<file path="src/rtl/pwm_guard_pkg.sv">
package pwm_guard_pkg;

  typedef enum logic {
    ST_RUN  = 1'b0,
    ST_HALT = 1'b1
  } guardState_t;

  // strobes from control to the channel datapath
  typedef struct packed {
    logic forceSafe;  // block is halted: drive safe level
    logic armResume;  // restart accepted this cycle: set pending flags
  } guardStrobe_t;

endpackage

</file>
<file path="src/rtl/pwm_guard_ctrl.sv">
module pwm_guard_ctrl
  import pwm_guard_pkg::*;
#(
  parameter int SYNC_STAGES = 2
) (
  input  logic         clk,
  input  logic         rstN,
  input  logic         killIn,
  input  logic         killActiveHigh,
  input  logic         restartWr,
  input  logic         irqEnable,
  output guardStrobe_t strobe,
  output logic         killActive,
  output logic         haltStatus,
  output logic         haltIrq
);

  localparam int LAST = SYNC_STAGES - 1;

  logic [LAST:0] syncQ;
  guardState_t   state, stateNext;
  logic          resumeGo;
  logic          irqQ;

  always_ff @(posedge clk or negedge rstN) begin
    if (!rstN) syncQ <= '0;
    else       syncQ <= {syncQ[LAST-1:0], killIn};
  end

  assign killActive = (syncQ[LAST] == killActiveHigh);
  assign resumeGo   = (state == ST_HALT) && restartWr && !killActive;

  always_comb begin
    stateNext = state;
    case (state)
      ST_RUN:  if (killActive) stateNext = ST_HALT;
      ST_HALT: if (resumeGo)   stateNext = ST_RUN;
      default: stateNext = ST_RUN;
    endcase
  end

  always_ff @(posedge clk or negedge rstN) begin
    if (!rstN) begin
      state <= ST_RUN;
      irqQ  <= 1'b0;
    end else begin
      state <= stateNext;
      irqQ  <= irqEnable && (state == ST_RUN) && killActive;
    end
  end

  assign strobe.forceSafe = (state == ST_HALT);
  assign strobe.armResume = resumeGo;
  assign haltStatus       = (state == ST_HALT);
  assign haltIrq          = irqQ;

endmodule

</file>
<file path="src/rtl/pwm_guard_chan.sv">
module pwm_guard_chan
  import pwm_guard_pkg::*;
#(
  parameter int CNT_W = 8
) (
  input  logic             clk,
  input  logic             rstN,
  input  logic             tickEn,
  input  logic             enable,
  input  logic [CNT_W-1:0] period,
  input  logic [CNT_W-1:0] duty,
  input  logic             safeLevel,
  input  guardStrobe_t     strobe,
  output logic             pwmOut
);

  logic [CNT_W-1:0] count;
  logic             resumePending;
  logic             wrapNow;

  assign wrapNow = tickEn && (count >= period);

  always_ff @(posedge clk or negedge rstN) begin
    if (!rstN)        count <= '0;
    else if (!enable) count <= '0;
    else if (wrapNow) count <= '0;
    else if (tickEn)  count <= count + 1'b1;
  end

  // arming wins over a wrap in the same cycle: wait for the next one
  always_ff @(posedge clk or negedge rstN) begin
    if (!rstN)                 resumePending <= 1'b0;
    else if (!enable)          resumePending <= 1'b0;
    else if (strobe.armResume) resumePending <= 1'b1;
    else if (wrapNow)          resumePending <= 1'b0;
  end

  always_comb begin
    if (!enable)                               pwmOut = 1'b0;
    else if (strobe.forceSafe || resumePending) pwmOut = safeLevel;
    else                                       pwmOut = (count < duty);
  end

endmodule

</file>
<file path="src/rtl/pwm_guard_datapath.sv">
module pwm_guard_datapath
  import pwm_guard_pkg::*;
#(
  parameter int NUM_CH = 4,
  parameter int CNT_W  = 8
) (
  input  logic                    clk,
  input  logic                    rstN,
  input  logic                    tickEn,
  input  logic [NUM_CH-1:0]       chEnable,
  input  logic [NUM_CH*CNT_W-1:0] chPeriod,
  input  logic [NUM_CH*CNT_W-1:0] chDuty,
  input  logic [NUM_CH-1:0]       safeLevel,
  input  guardStrobe_t            strobe,
  output logic [NUM_CH-1:0]       pwmOut
);

  for (genvar g = 0; g < NUM_CH; g++) begin : gChan
    pwm_guard_chan #(.CNT_W(CNT_W)) uChan (
      .clk       (clk),
      .rstN      (rstN),
      .tickEn    (tickEn),
      .enable    (chEnable[g]),
      .period    (chPeriod[g*CNT_W +: CNT_W]),
      .duty      (chDuty[g*CNT_W +: CNT_W]),
      .safeLevel (safeLevel[g]),
      .strobe    (strobe),
      .pwmOut    (pwmOut[g])
    );
  end

endmodule

</file>
<file path="src/rtl/pwm_guarded.sv">
module pwm_guarded
  import pwm_guard_pkg::*;
#(
  parameter int NUM_CH      = 4,
  parameter int CNT_W       = 8,
  parameter int SYNC_STAGES = 2
) (
  input  logic                    clk,
  input  logic                    rstN,
  input  logic                    tickEn,
  input  logic [NUM_CH-1:0]       chEnable,
  input  logic [NUM_CH*CNT_W-1:0] chPeriod,
  input  logic [NUM_CH*CNT_W-1:0] chDuty,
  input  logic [NUM_CH-1:0]       safeLevel,
  input  logic                    killIn,
  input  logic                    killActiveHigh,
  input  logic                    restartWr,
  input  logic                    irqEnable,
  output logic [NUM_CH-1:0]       pwmOut,
  output logic                    haltStatus,
  output logic                    haltIrq
);

  guardStrobe_t strobe;
  logic         killActive;

  pwm_guard_ctrl #(.SYNC_STAGES(SYNC_STAGES)) uCtrl (
    .clk            (clk),
    .rstN           (rstN),
    .killIn         (killIn),
    .killActiveHigh (killActiveHigh),
    .restartWr      (restartWr),
    .irqEnable      (irqEnable),
    .strobe         (strobe),
    .killActive     (killActive),
    .haltStatus     (haltStatus),
    .haltIrq        (haltIrq)
  );

  pwm_guard_datapath #(.NUM_CH(NUM_CH), .CNT_W(CNT_W)) uData (
    .clk       (clk),
    .rstN      (rstN),
    .tickEn    (tickEn),
    .chEnable  (chEnable),
    .chPeriod  (chPeriod),
    .chDuty    (chDuty),
    .safeLevel (safeLevel),
    .strobe    (strobe),
    .pwmOut    (pwmOut)
  );

endmodule

</file>
<file path="config.mk">
export PLATFORM = sky130hd
export DESIGN_NAME = pwm_guarded
export DESIGN_NICKNAME = d
export VERILOG_FILES = /design/src/rtl/pwm_guard_pkg.sv /design/src/rtl/pwm_guard_ctrl.sv /design/src/rtl/pwm_guard_chan.sv /design/src/rtl/pwm_guard_datapath.sv /design/src/rtl/pwm_guarded.sv
export SDC_FILE = /design/constraint.sdc
export NUM_CORES = 1
export LEC_CHECK = 0
export ABC_AREA = 1
export BUFFER_PORTS_ARGS = -buffer_cell sky130_fd_sc_hd__buf_4
export CORE_MARGIN = 1
export CORE_UTILIZATION = 35
export DETAILED_ROUTE_END_ITERATION = 8
export GPL_TIMING_DRIVEN = 0
export SLEW_MARGIN = 20
export SYNTH_ARGS = -nofsm -noshare
export SYNTH_HDL_FRONTEND = slang
export SYNTH_SLANG_ARGS = --single-unit
</file>
<file path="constraint.sdc">
create_clock -name clk -period 2.3 [get_ports clk]
set_clock_uncertainty 0.15 [all_clocks]
set_input_delay 0 -clock clk [delete_from_list [all_inputs] [get_ports clk]]
set_output_delay 0 -clock clk [all_outputs]
set_load 0.02 [all_outputs]
</file>
==> results.toml, run 1 <==
[run_status]
outcome = "complete, no violations"

[layout]
num_antenna_cells = 0
regArea_um2 = 1001
fillers = 1054
multi_input_area_um2 = 2291
drive_gt1_share_pct = 17.88
num-nets-final = 775
area_growth_pct = 27.92
final_area_um2 = 4763

[worst_setup_path]
cp_slowest_cell = "dfrtp_1"
crit_type = "reg2out"
start_kind = "flip-flop"
arrival_ns = 1.84
rr_worst_depth = 10
crit_required_ns = 2.15
cp-end-kind = "output pin"
crit_chain = "ha_1 > a21oi_1 > o21ai_1 > nand2_1 > nand2_1 > a21oi_1 > buf_4 > buf_4"
cp_slowest_stage_delay_ns = 0.48
crit_fanout = 8
r2r_setup_slack_ns = 0.50

[placed_design]
globalplace.congestion = 0.7744
portBuffers = 84
place_area_um2 = 4524
hpwl_mm = 6.360

[synthesis]
synth-compound-area-share_pct = 6.586
synth_xor_area_share_pct = 5.880
yosysUniqueCellTypes = 22
synth_edf_count = 0
synthTopCellsByCount = "nand2_1, inv_1, ha_1, nand3_1, dfrtp_1"
synth-simple-area-share_pct = 27.55
synth_most_common_cell = "nand2_1"
synth_seq_area_share_pct = 26.88
yosysTopAreaCell = "dfrtp_1"
yosysWarnings = 0
yosys-top-cells-area = "dfrtp_1, ha_1, nand2_1, inv_1, nand3_1"
synth-seq-cells = 40
synth_top_family_by_area = "simple AND/OR/NAND/NOR gates"
ys.flop_type = "dfrtp_1"
synthArstFlopShare_pct = 100.0
yosys-mux-area-fraction_pct = 0
synth_cells = 530
synthesis.area_um2 = 3724
syn-mean-instance-area_um2 = 7.026
syn_nets = 673
netlist.area_leader.share_pct = 26.88
synthAdderAreaFrac_pct = 21.51

[power]
combPwrFrac_pct = 21.4
power.density_nw_per_um2 = 380.9
pwr-share-clk_pct = 37.1
seq_power_share_pct = 41.5
ir_worst_vdd_uv = 232.0
switching_share_pct = 25.55
netSwitchingPower_uw = 463.6
leakagePower_uw = 0.002945
internal_power_uw = 1351

[clock_network]
clock-sinks = 40
cts_root_buffer = "clkbuf_8"
htreeDepth = 2
cts_tree = "done"
clk_path_buf_depth = 2
worstSkewPairLatency_ns = 0.29
cts_buffers = 5
path_clk_slew_ns = 0.08
cts_resized = 0

[detailed_routing]
wl_mm = 8.033
drt_iter0_markers = 87
drc = 0
drtPass1Iterations = 4
postRouteAntennaNets = 0
dr_total_vias = 3483
viasPerCell = 4.535
avgRoutedWirePerCell_um = 10.46

[global_route]
antenna_found_initial = 0
grt_util_all_layers_pct = 15.54
grt_pass1_vias = 3271
grt_max_degree = 41
grt_overflow_total = 0
grt_pass1_wl_mm = 14.06

[die]
die_area_um2 = 11060
initial_core_util_pct = 36.07
die_w_um = 105.1
core-area_um2 = 10320
ios = 85
fp-row-count = 37
die_h_um = 105.1

[job]
timing.max_cap.violations = 0

[timing]
fmax_mhz = 501.9
worst_pin_slew_ns = 0.5497
slew_viol_final = 0
hold_viol_final = 0
grt_setup_unrepaired = "no"
final.setup.tns_ns = 0
fin_crit_sh_pct = 86.62
min_period_ns = 1.992
slew-limit-headroom_pct = 63.22
finalSetupViolCount = 0

[worst_hold_path]
min_path_type = "in2reg"
holdPathStages = 5
==> sequential cells by signal (all words and copies together) (netlist names) <==
signal                           cells
uCtrl.haltIrq                        1
uCtrl.haltStatus                     1
uCtrl.syncQ                          2
uData.gChan.uChan.count             32
uData.gChan.uChan.resumePending      4
==> power groups by stage <==
stage / sequential (uW) / combinational, uW / clock (uW)
floorplan: 762 / 197 / 0
global placement: 766 / 368 / 0
detailed placement: 767 / 380 / 0
CTS: 753 / 397 / 693
global route: 757 / 450 / 722
finish: 753 / 388 / 673
==> stage by stage <==
| stage | setup slack, ns | utilization, % | power, uW | hold slack, ns | std cells |
|---|---|---|---|---|---|
| 5_1_grt | 0.1800 | 46.14 | 1929 | 0.05112 | 768 |
| 2_1_floorplan | 0.7574 | - | 959.6 | -0.4456 | 530 |
| 3_5_place_dp | 0.5036 | 43.82 | 1147 | -0.1219 | 750 |
| 4_1_cts | 0.2704 | 46.14 | 1844 | 0.009833 | 768 |
| 6_report | 0.3077 | 46.14 | 1814 | 0.01303 | 768 |
| 3_3_place_gp | 0.5537 | 43.82 | 1133 | -0.1282 | 750 |
==> repair_timing <==
action	in CTS	in global routing
endpoints found under the hold margin	78	0
setup buffers	0	0
hold buffers	11	0
setup endpoints to repair	0	0
==> layout make-up <==
cell class                 instances  area share [%]
buffer                             5          0.7355
clock buffer                       5           1.445
clock inverter                     2           1.261
inverter                         105           8.327
multi-input combinational        380           48.10
sequential                        40           21.01
tap                              136           3.572
timing repair buffer              95           15.55
==> per-layer routing <==
metal	track usage, %	share of wire, %	vias up
met4	2.113	0.46	0
met1	19.53	48	1555
met2	27.96	48	57
li1	-	-	1866
met3	3.119	3.5	5
met5	0	0	-
==> worst paths after layout <==
kind	from	to
setup / recovery	uData.gChan[3].uChan.count[3]	pwmOut[3]
hold / removal	killActiveHigh	uData.gChan[0].uChan.resumePending
setup reg to reg	uData.gChan[3].uChan.count[1]	uData.gChan[3].uChan.count[0]
hold reg to reg	uCtrl.syncQ[0]	uCtrl.syncQ[1]
max in group asynchronous	rstN	uData.gChan[3].uChan.count[6]
min in group asynchronous	rstN	uData.gChan[1].uChan.resumePending
==> logic make-up (layout without fill, tap and decap cells) <==
group / count (synthesis) / in the layout
AOI/OAI and AO/OA: 45 / 45
xor gates and xnor gates: 25 / 25
adders and majority gates: 64 / 64
buffers and inverters: 110 / 212
DFF: 40 / 40
and+or+nand+nor: 246 / 246
==> cell usage in the layout, fill, tap and decap left out <==
cell / count
nand2_1: 157
buf_4: 88
inv_1: 86
ha_1: 64
nand3_1: 45
dfrtp_1: 40
nor2_1: 30
a21oi_1: 28
xor2_1: 19
dlygate4sd3_1: 11
inv_2: 10
o21a_1: 8
clkinv_1: 8
xnor2_1: 6
o21ai_0: 5
nand4_1: 5
clkbuf_8: 5
o21ai_1: 4
nor2_2: 4
nand3b_1: 3
bufinv_16: 2
inv_4: 1
buf_2: 1
nand3_2: 1
nor3_2: 1
==> critical path: cells and delay by family (launching register included) <==
family / cells / cell delay [ns]
flops: 1 / 0.48
simple gates: 2 / 0.10
buf+inv: 2 / 0.25
fa+ha+maj: 1 / 0.33
compound gates: 3 / 0.38
No activity file was read; power rests on OpenSTA's default activity.
==> run 2, diff against run 1 <==
Settings changed: RECOVER_POWER set to 25.
==> run 2 against run 1 <==
Compared with the run above:
- core utilization about the same
- register-to-register slack about the same
- count of clock-buffer cells in the layout unchanged
- total power about the same
- maximum frequency about the same
- largest power group unchanged
- worst hold slack about the same
- highest routed layer unchanged
- non-clock buffer count unchanged
- cell count unchanged
==> results.toml, run 2 (same netlist as run 1, synthesis figures left out) <==
[placed_design]
dp.cells = 750
portBuffers = 84
dp_slack_ns = 0.5036
hpwl_mm = 6.360
place_area_um2 = 4524
globalplace.congestion = 0.7744

[clock_network]
cts_buffers = 5
cts_tree = "done"
post_cts_buffers = 0
htreeDepth = 2
clock-sinks = 40
cts_root_buffer = "clkbuf_8"
clk_path_buf_depth = 2
worstSkewPairLatency_ns = 0.29
path_clk_slew_ns = 0.08

[worst_setup_path]
crit_required_ns = 2.15
start_kind = "flip-flop"
rr_worst_depth = 10
crit_fanout = 8
cp-end-kind = "output pin"
crit_type = "reg2out"
arrival_ns = 1.84

[die]
die_area_um2 = 11060
die_w_um = 105.1
core-area_um2 = 10320
initial_core_util_pct = 36.07
fp-row-count = 37
die_h_um = 105.1
ios = 85

[timing]
hold_ws_ns = 0.01303
slew-limit-headroom_pct = 29.62
worst_pin_slew_ns = 1.056
hold_viol_final = 0
grt_setup_unrepaired = "no"
finalSetupViolCount = 0
fin_crit_sh_pct = 86.60
min_period_ns = 1.992
slew_viol_final = 0
final.setup.tns_ns = 0
finalWorstSetupSlack_ns = 0.3083
fmax_mhz = 502.1

[layout]
drive_gt1_share_pct = 17.88
top_register = "uData.gChan.uChan.count"
num_antenna_cells = 0
num-nets-final = 775
layout_common_cells = "nand2_1, inv_1, buf_4, ha_1, nand3_1"
final_area_um2 = 4761
top_regs = "uData.gChan.uChan.count x32, uData.gChan.uChan.resumePending x4, uCtrl.syncQ x2"
area_growth_pct = 27.86
largest_register_ffs = 32
final_cells = 768
final_common_cell = "nand2_1"

[global_route]
grt_pass1_wl_mm = 14.06
grt_pass1_vias = 3271
antenna_found_initial = 0
grt_overflow_total = 0
grt_max_degree = 41
grt_util_all_layers_pct = 15.54

[detailed_routing]
viasPerCell = 4.536
drtPass1Iterations = 4
drc = 0
postRouteAntennaNets = 0
avgRoutedWirePerCell_um = 10.46
dr_total_vias = 3484
wl_mm = 8.030
drt_iter0_markers = 87

[run_status]
outcome = "complete, no violations"

[worst_hold_path]
holdPathStages = 5
min_path_type = "in2reg"

[power]
leakagePower_uw = 0.002944
ir_worst_vdd_uv = 232.0
power.density_nw_per_um2 = 381.0

[job]
timing.max_cap.violations = 0
run 2: worst paths after layout:
path	end	slack, ns	startpoint
max	pwmOut[3]	0.31	uData.gChan[3].uChan.count[3]
min	uData.gChan[0].uChan.resumePending	0.01	killActiveHigh
max reg2reg	uData.gChan[3].uChan.count[0]	0.50	uData.gChan[3].uChan.count[1]
min reg2reg	uCtrl.syncQ[1]	0.21	uCtrl.syncQ[0]
max in group asynchronous	uData.gChan[3].uChan.count[6]	1.08	rstN
min in group asynchronous	uData.gChan[1].uChan.resumePending	0.28	rstN
run 2: stage by stage:
step	power, uW	util [%]
final	1814	46.12
after global routing	1928	46.12
after floorplan	959.6	-
after detailed placement	1147	43.82
after CTS	1844	46.14
after global placement	1133	43.82
run 2: per-layer routing:
| layer | routed length [um] | up-vias | global-route usage (%) |
|---|---|---|---|
| met5 | 0 | - | 0 |
| met4 | 37 | 0 | 2.113 |
| met3 | 278 | 5 | 3.119 |
| met2 | 3874 | 57 | 27.96 |
| met1 | 3840 | 1556 | 19.53 |
| li1 | - | 1866 | - |
run 2: timing repair:
item	4_1_cts	5_1_grt
endpoints found under the hold margin	78	0
resized for setup	0	0
hold buffers	11	0
run 2: where the power goes:
group | switching (uW) | leakage (uW) | internal [uW] | total, uW
clock | 246 | 0.0000642 | 427 | 673
sequential | 27.0 | 0.000543 | 726 | 753
combinational | 191 | 0.00234 | 197 | 388
run 2: worst max-delay path, cell delays in order (launching register included):
cell and delay [ns]:
dfrtp_1 0.48, ha_1 0.33, a21oi_1 0.13, o21ai_1 0.09, nand2_1 0.06, nand2_1 0.04, a21oi_1 0.16, buf_4 0.13
buf_4 0.12
run 2: final cells by class:
| cell class | count | area (um^2) |
|---|---|---|
| plain buffers | 5 | 35.03 |
| clock buffers | 5 | 68.82 |
| clock inverters | 2 | 60.06 |
| fillers | 1055 | 5563 |
| inverters | 105 | 396.6 |
| multi-input cells | 380 | 2291 |
| flip-flops and latches | 40 | 1001 |
| well taps | 136 | 170.2 |
| repair buffers | 95 | 738.2 |
==> run 3, diff against run 2 <==
Settings changed: ABC_AREA 1 to unset.
==> run 3 against run 2 <==
Compared with the run above:
- the run now ends with setup timing left
- cell count is 11% lower
- worst hold slack better by 0.14 ns
- die area fell by 1.7%
- final area is 3.0% higher
- critical path depth did not move
- sequential share of layout area shrank 0.38 points
- flip-flop and latch count unchanged
==> results.toml, run 3 <==
[run_status]
outcome = "complete, but fails checks"
violations = "setup timing"

[die]
core-area_um2 = 9955
die_h_um = 104.3
die_area_um2 = 10870
ios = 85
die_w_um = 104.3
fp-row-count = 36
initial_core_util_pct = 36.76

[worst_setup_path]
crit_type = "reg2out"
r2r-end = "uData.gChan[0].uChan.count[7]"
cp_slowest_stage_delay_ns = 0.41
start_kind = "flip-flop"
rr_worst_depth = 6
crit_required_ns = 2.15
cp-end-kind = "output pin"
cp_slowest_cell = "dfrtp_2"
r2r-start = "uData.gChan[0].uChan.count[2]"
r2r_setup_slack_ns = 0.12
arrival_ns = 2.15
crit_fanout = 2
crit_chain = "ha_1 > a21o_1 > a21o_1 > a2111oi_4 > o21ai_1 > a21boi_1 > buf_4 > buf_4"

[placed_design]
dp_slack_ns = -0.06745
portBuffers = 84
hpwl_mm = 6.987
globalplace.congestion = 0.8191

[synthesis]
ys.flop_type = "dfrtp_1"
yosysUniqueCellTypes = 46
synthTopCellsByCount = "inv_1, ha_1, dfrtp_1, nand2_1, nand3_1"
synth-seq-cells = 40
synth_edf_count = 0
syn-mean-instance-area_um2 = 8.452
synthArstFlopShare_pct = 100.0
synth_most_common_cell = "inv_1"
synth_seq_area_share_pct = 27.35
synthesis.area_um2 = 3660
netlist.area_leader.share_pct = 27.35
syn_nets = 576
yosysWarnings = 0
synth_cells = 433
yosysTopAreaCell = "dfrtp_1"
yosys-top-cells-area = "dfrtp_1, ha_1, inv_1, nand2_1, nand3_1"

[clock_network]
cts_root_buffer = "clkbuf_8"
cts_buffers = 5
cts_tree = "done"
path_clk_slew_ns = 0.07
clk_path_buf_depth = 2
worstSkewPairLatency_ns = 0.28
htreeDepth = 2
clock-sinks = 40

[job]
timing.max_cap.violations = 0

[timing]
fin_crit_sh_pct = 100.1
grt_setup_unrepaired = "yes"
worst_pin_slew_ns = 1.030
finalWorstSetupSlack_ns = -0.003019
hold_viol_final = 0
min_period_ns = 2.303
slew_viol_final = 0
final.setup.tns_ns = -0.003019
fmax_mhz = 434.2
slew-limit-headroom_pct = 31.31
finalSetupViolCount = 1
hold_ws_ns = 0.1550

[power]
leakagePower_uw = 0.002535
ir_worst_vdd_uv = 185.0
totalPowerFinal_uw = 1633
power.density_nw_per_um2 = 333.0

[detailed_routing]
postRouteAntennaNets = 0
avgRoutedWirePerCell_um = 13.46
drc = 0
drt_iter0_markers = 122
dr_total_vias = 3466
drtPass1Iterations = 4
wl_mm = 9.150
viasPerCell = 5.097

[layout]
drive_gt1_share_pct = 26.87
largest_register_ffs = 32
regArea_um2 = 1012
num_antenna_cells = 0
final_common_cell = "buf_4"
layout_common_cells = "buf_4, inv_1, ha_1, nand2_1, dfrtp_1"
multi_input_area_um2 = 2509
num-nets-final = 692
top_register = "uData.gChan.uChan.count"
fillers = 946
area_growth_pct = 33.98
top_regs = "uData.gChan.uChan.count x32, uData.gChan.uChan.resumePending x4, uCtrl.syncQ x2"

[worst_hold_path]
holdPathStages = 6
hold_end = "uData.gChan[2].uChan.count[0]"
hold_start = "chPeriod[23]"
min_path_type = "in2reg"

[global_route]
grt_util_all_layers_pct = 17.44
grt_pass1_vias = 3419
grt_pass1_wl_mm = 15.63
grt_overflow_total = 0
antenna_found_initial = 0
grt_max_degree = 41
run 3: changes by cell type in the layout (fill, tap and decap cells not counted), moves of 15 or more:
cell / previous run / this run
a21oi_1: 28 / 5
nand3_1: 45 / 30
nand2_1: 157 / 40
xor2_1: 19 / 1
a21o_1: 0 / 15
inv_1: 86 / 68
run 3: kinds of logic after synthesis:
kind of cell	after synthesis	synth area share [%]
xor gates and xnor gates	1	0.2394
muxes	4	1.094
adders and majority gates	64	21.88
buffers and inverters	77	8.307
DFF	40	27.35
and+or+nand+nor	137	18.84
AOI/OAI and AO/OA	110	22.29
run 3: worst max-delay path, delay by kind of cell, from the launching register on:
family          cells  cell delay [ns]
compound gates      5             0.94
fa+ha+maj           1             0.28
buf+inv             2             0.24
flops               1             0.41
run 3: what timing repair did:
action	CTS	global route
gates resized for setup	27	18
pin swaps	8	12
setup endpoints to repair	12	26
endpoints found under the hold margin	61	0
buffers inserted	9	8
hold buffers	11	0
run 3: worst max-delay path by stage:
stage	startpoint	cells past startpoint	endpoint	slack [ns]
3_3_place_gp	uData.gChan[0].uChan.count[2]	6	uData.gChan[0].uChan.count[7]	-0.03
5_1_grt	uData.gChan[3].uChan.count[5]	8	pwmOut[3]	-0.14
2_1_floorplan	uData.gChan[0].uChan.count[2]	6	uData.gChan[0].uChan.count[7]	0.11
6_report	uData.gChan[3].uChan.count[5]	8	pwmOut[3]	-0.003
3_5_place_dp	uData.gChan[0].uChan.count[2]	6	uData.gChan[0].uChan.count[7]	-0.07
4_1_cts	uData.gChan[3].uChan.count[5]	8	pwmOut[3]	-0.004
run 3: through the flow:
stage	area, um^2	utilization [%]	std cells
finish	4903	49.26	680
global route	4903	49.26	680
CTS	4773	47.95	674
detailed placement	4457	44.77	650
global placement	4457	44.77	650
floorplan	3660	-	433
run 3: metal layers:
layer,vias to the layer above,track usage (%),part of all wire (%)
met5,-,0,0
met4,0,4.082,0.80
met3,4,2.632,4.2
met2,79,29.57,47
met1,1606,23.23,48
li1,1777,-,-
run 3: layout make-up:
cell class / instances / share of cell area [%]
multi-input combinational: 316 / 51.16
sequential: 40 / 20.64
timing repair buffer: 112 / 17.66
inverter: 68 / 5.205
tap: 133 / 3.394
clock buffer: 5 / 1.403
buffer: 6 / 0.5359
run 3: report_power, final:
part,leakage (uW),switching [uW],internal [uW]
logic,0.00197,217,235
clock network,0.0000359,228,196
registers,0.000528,31.6,726
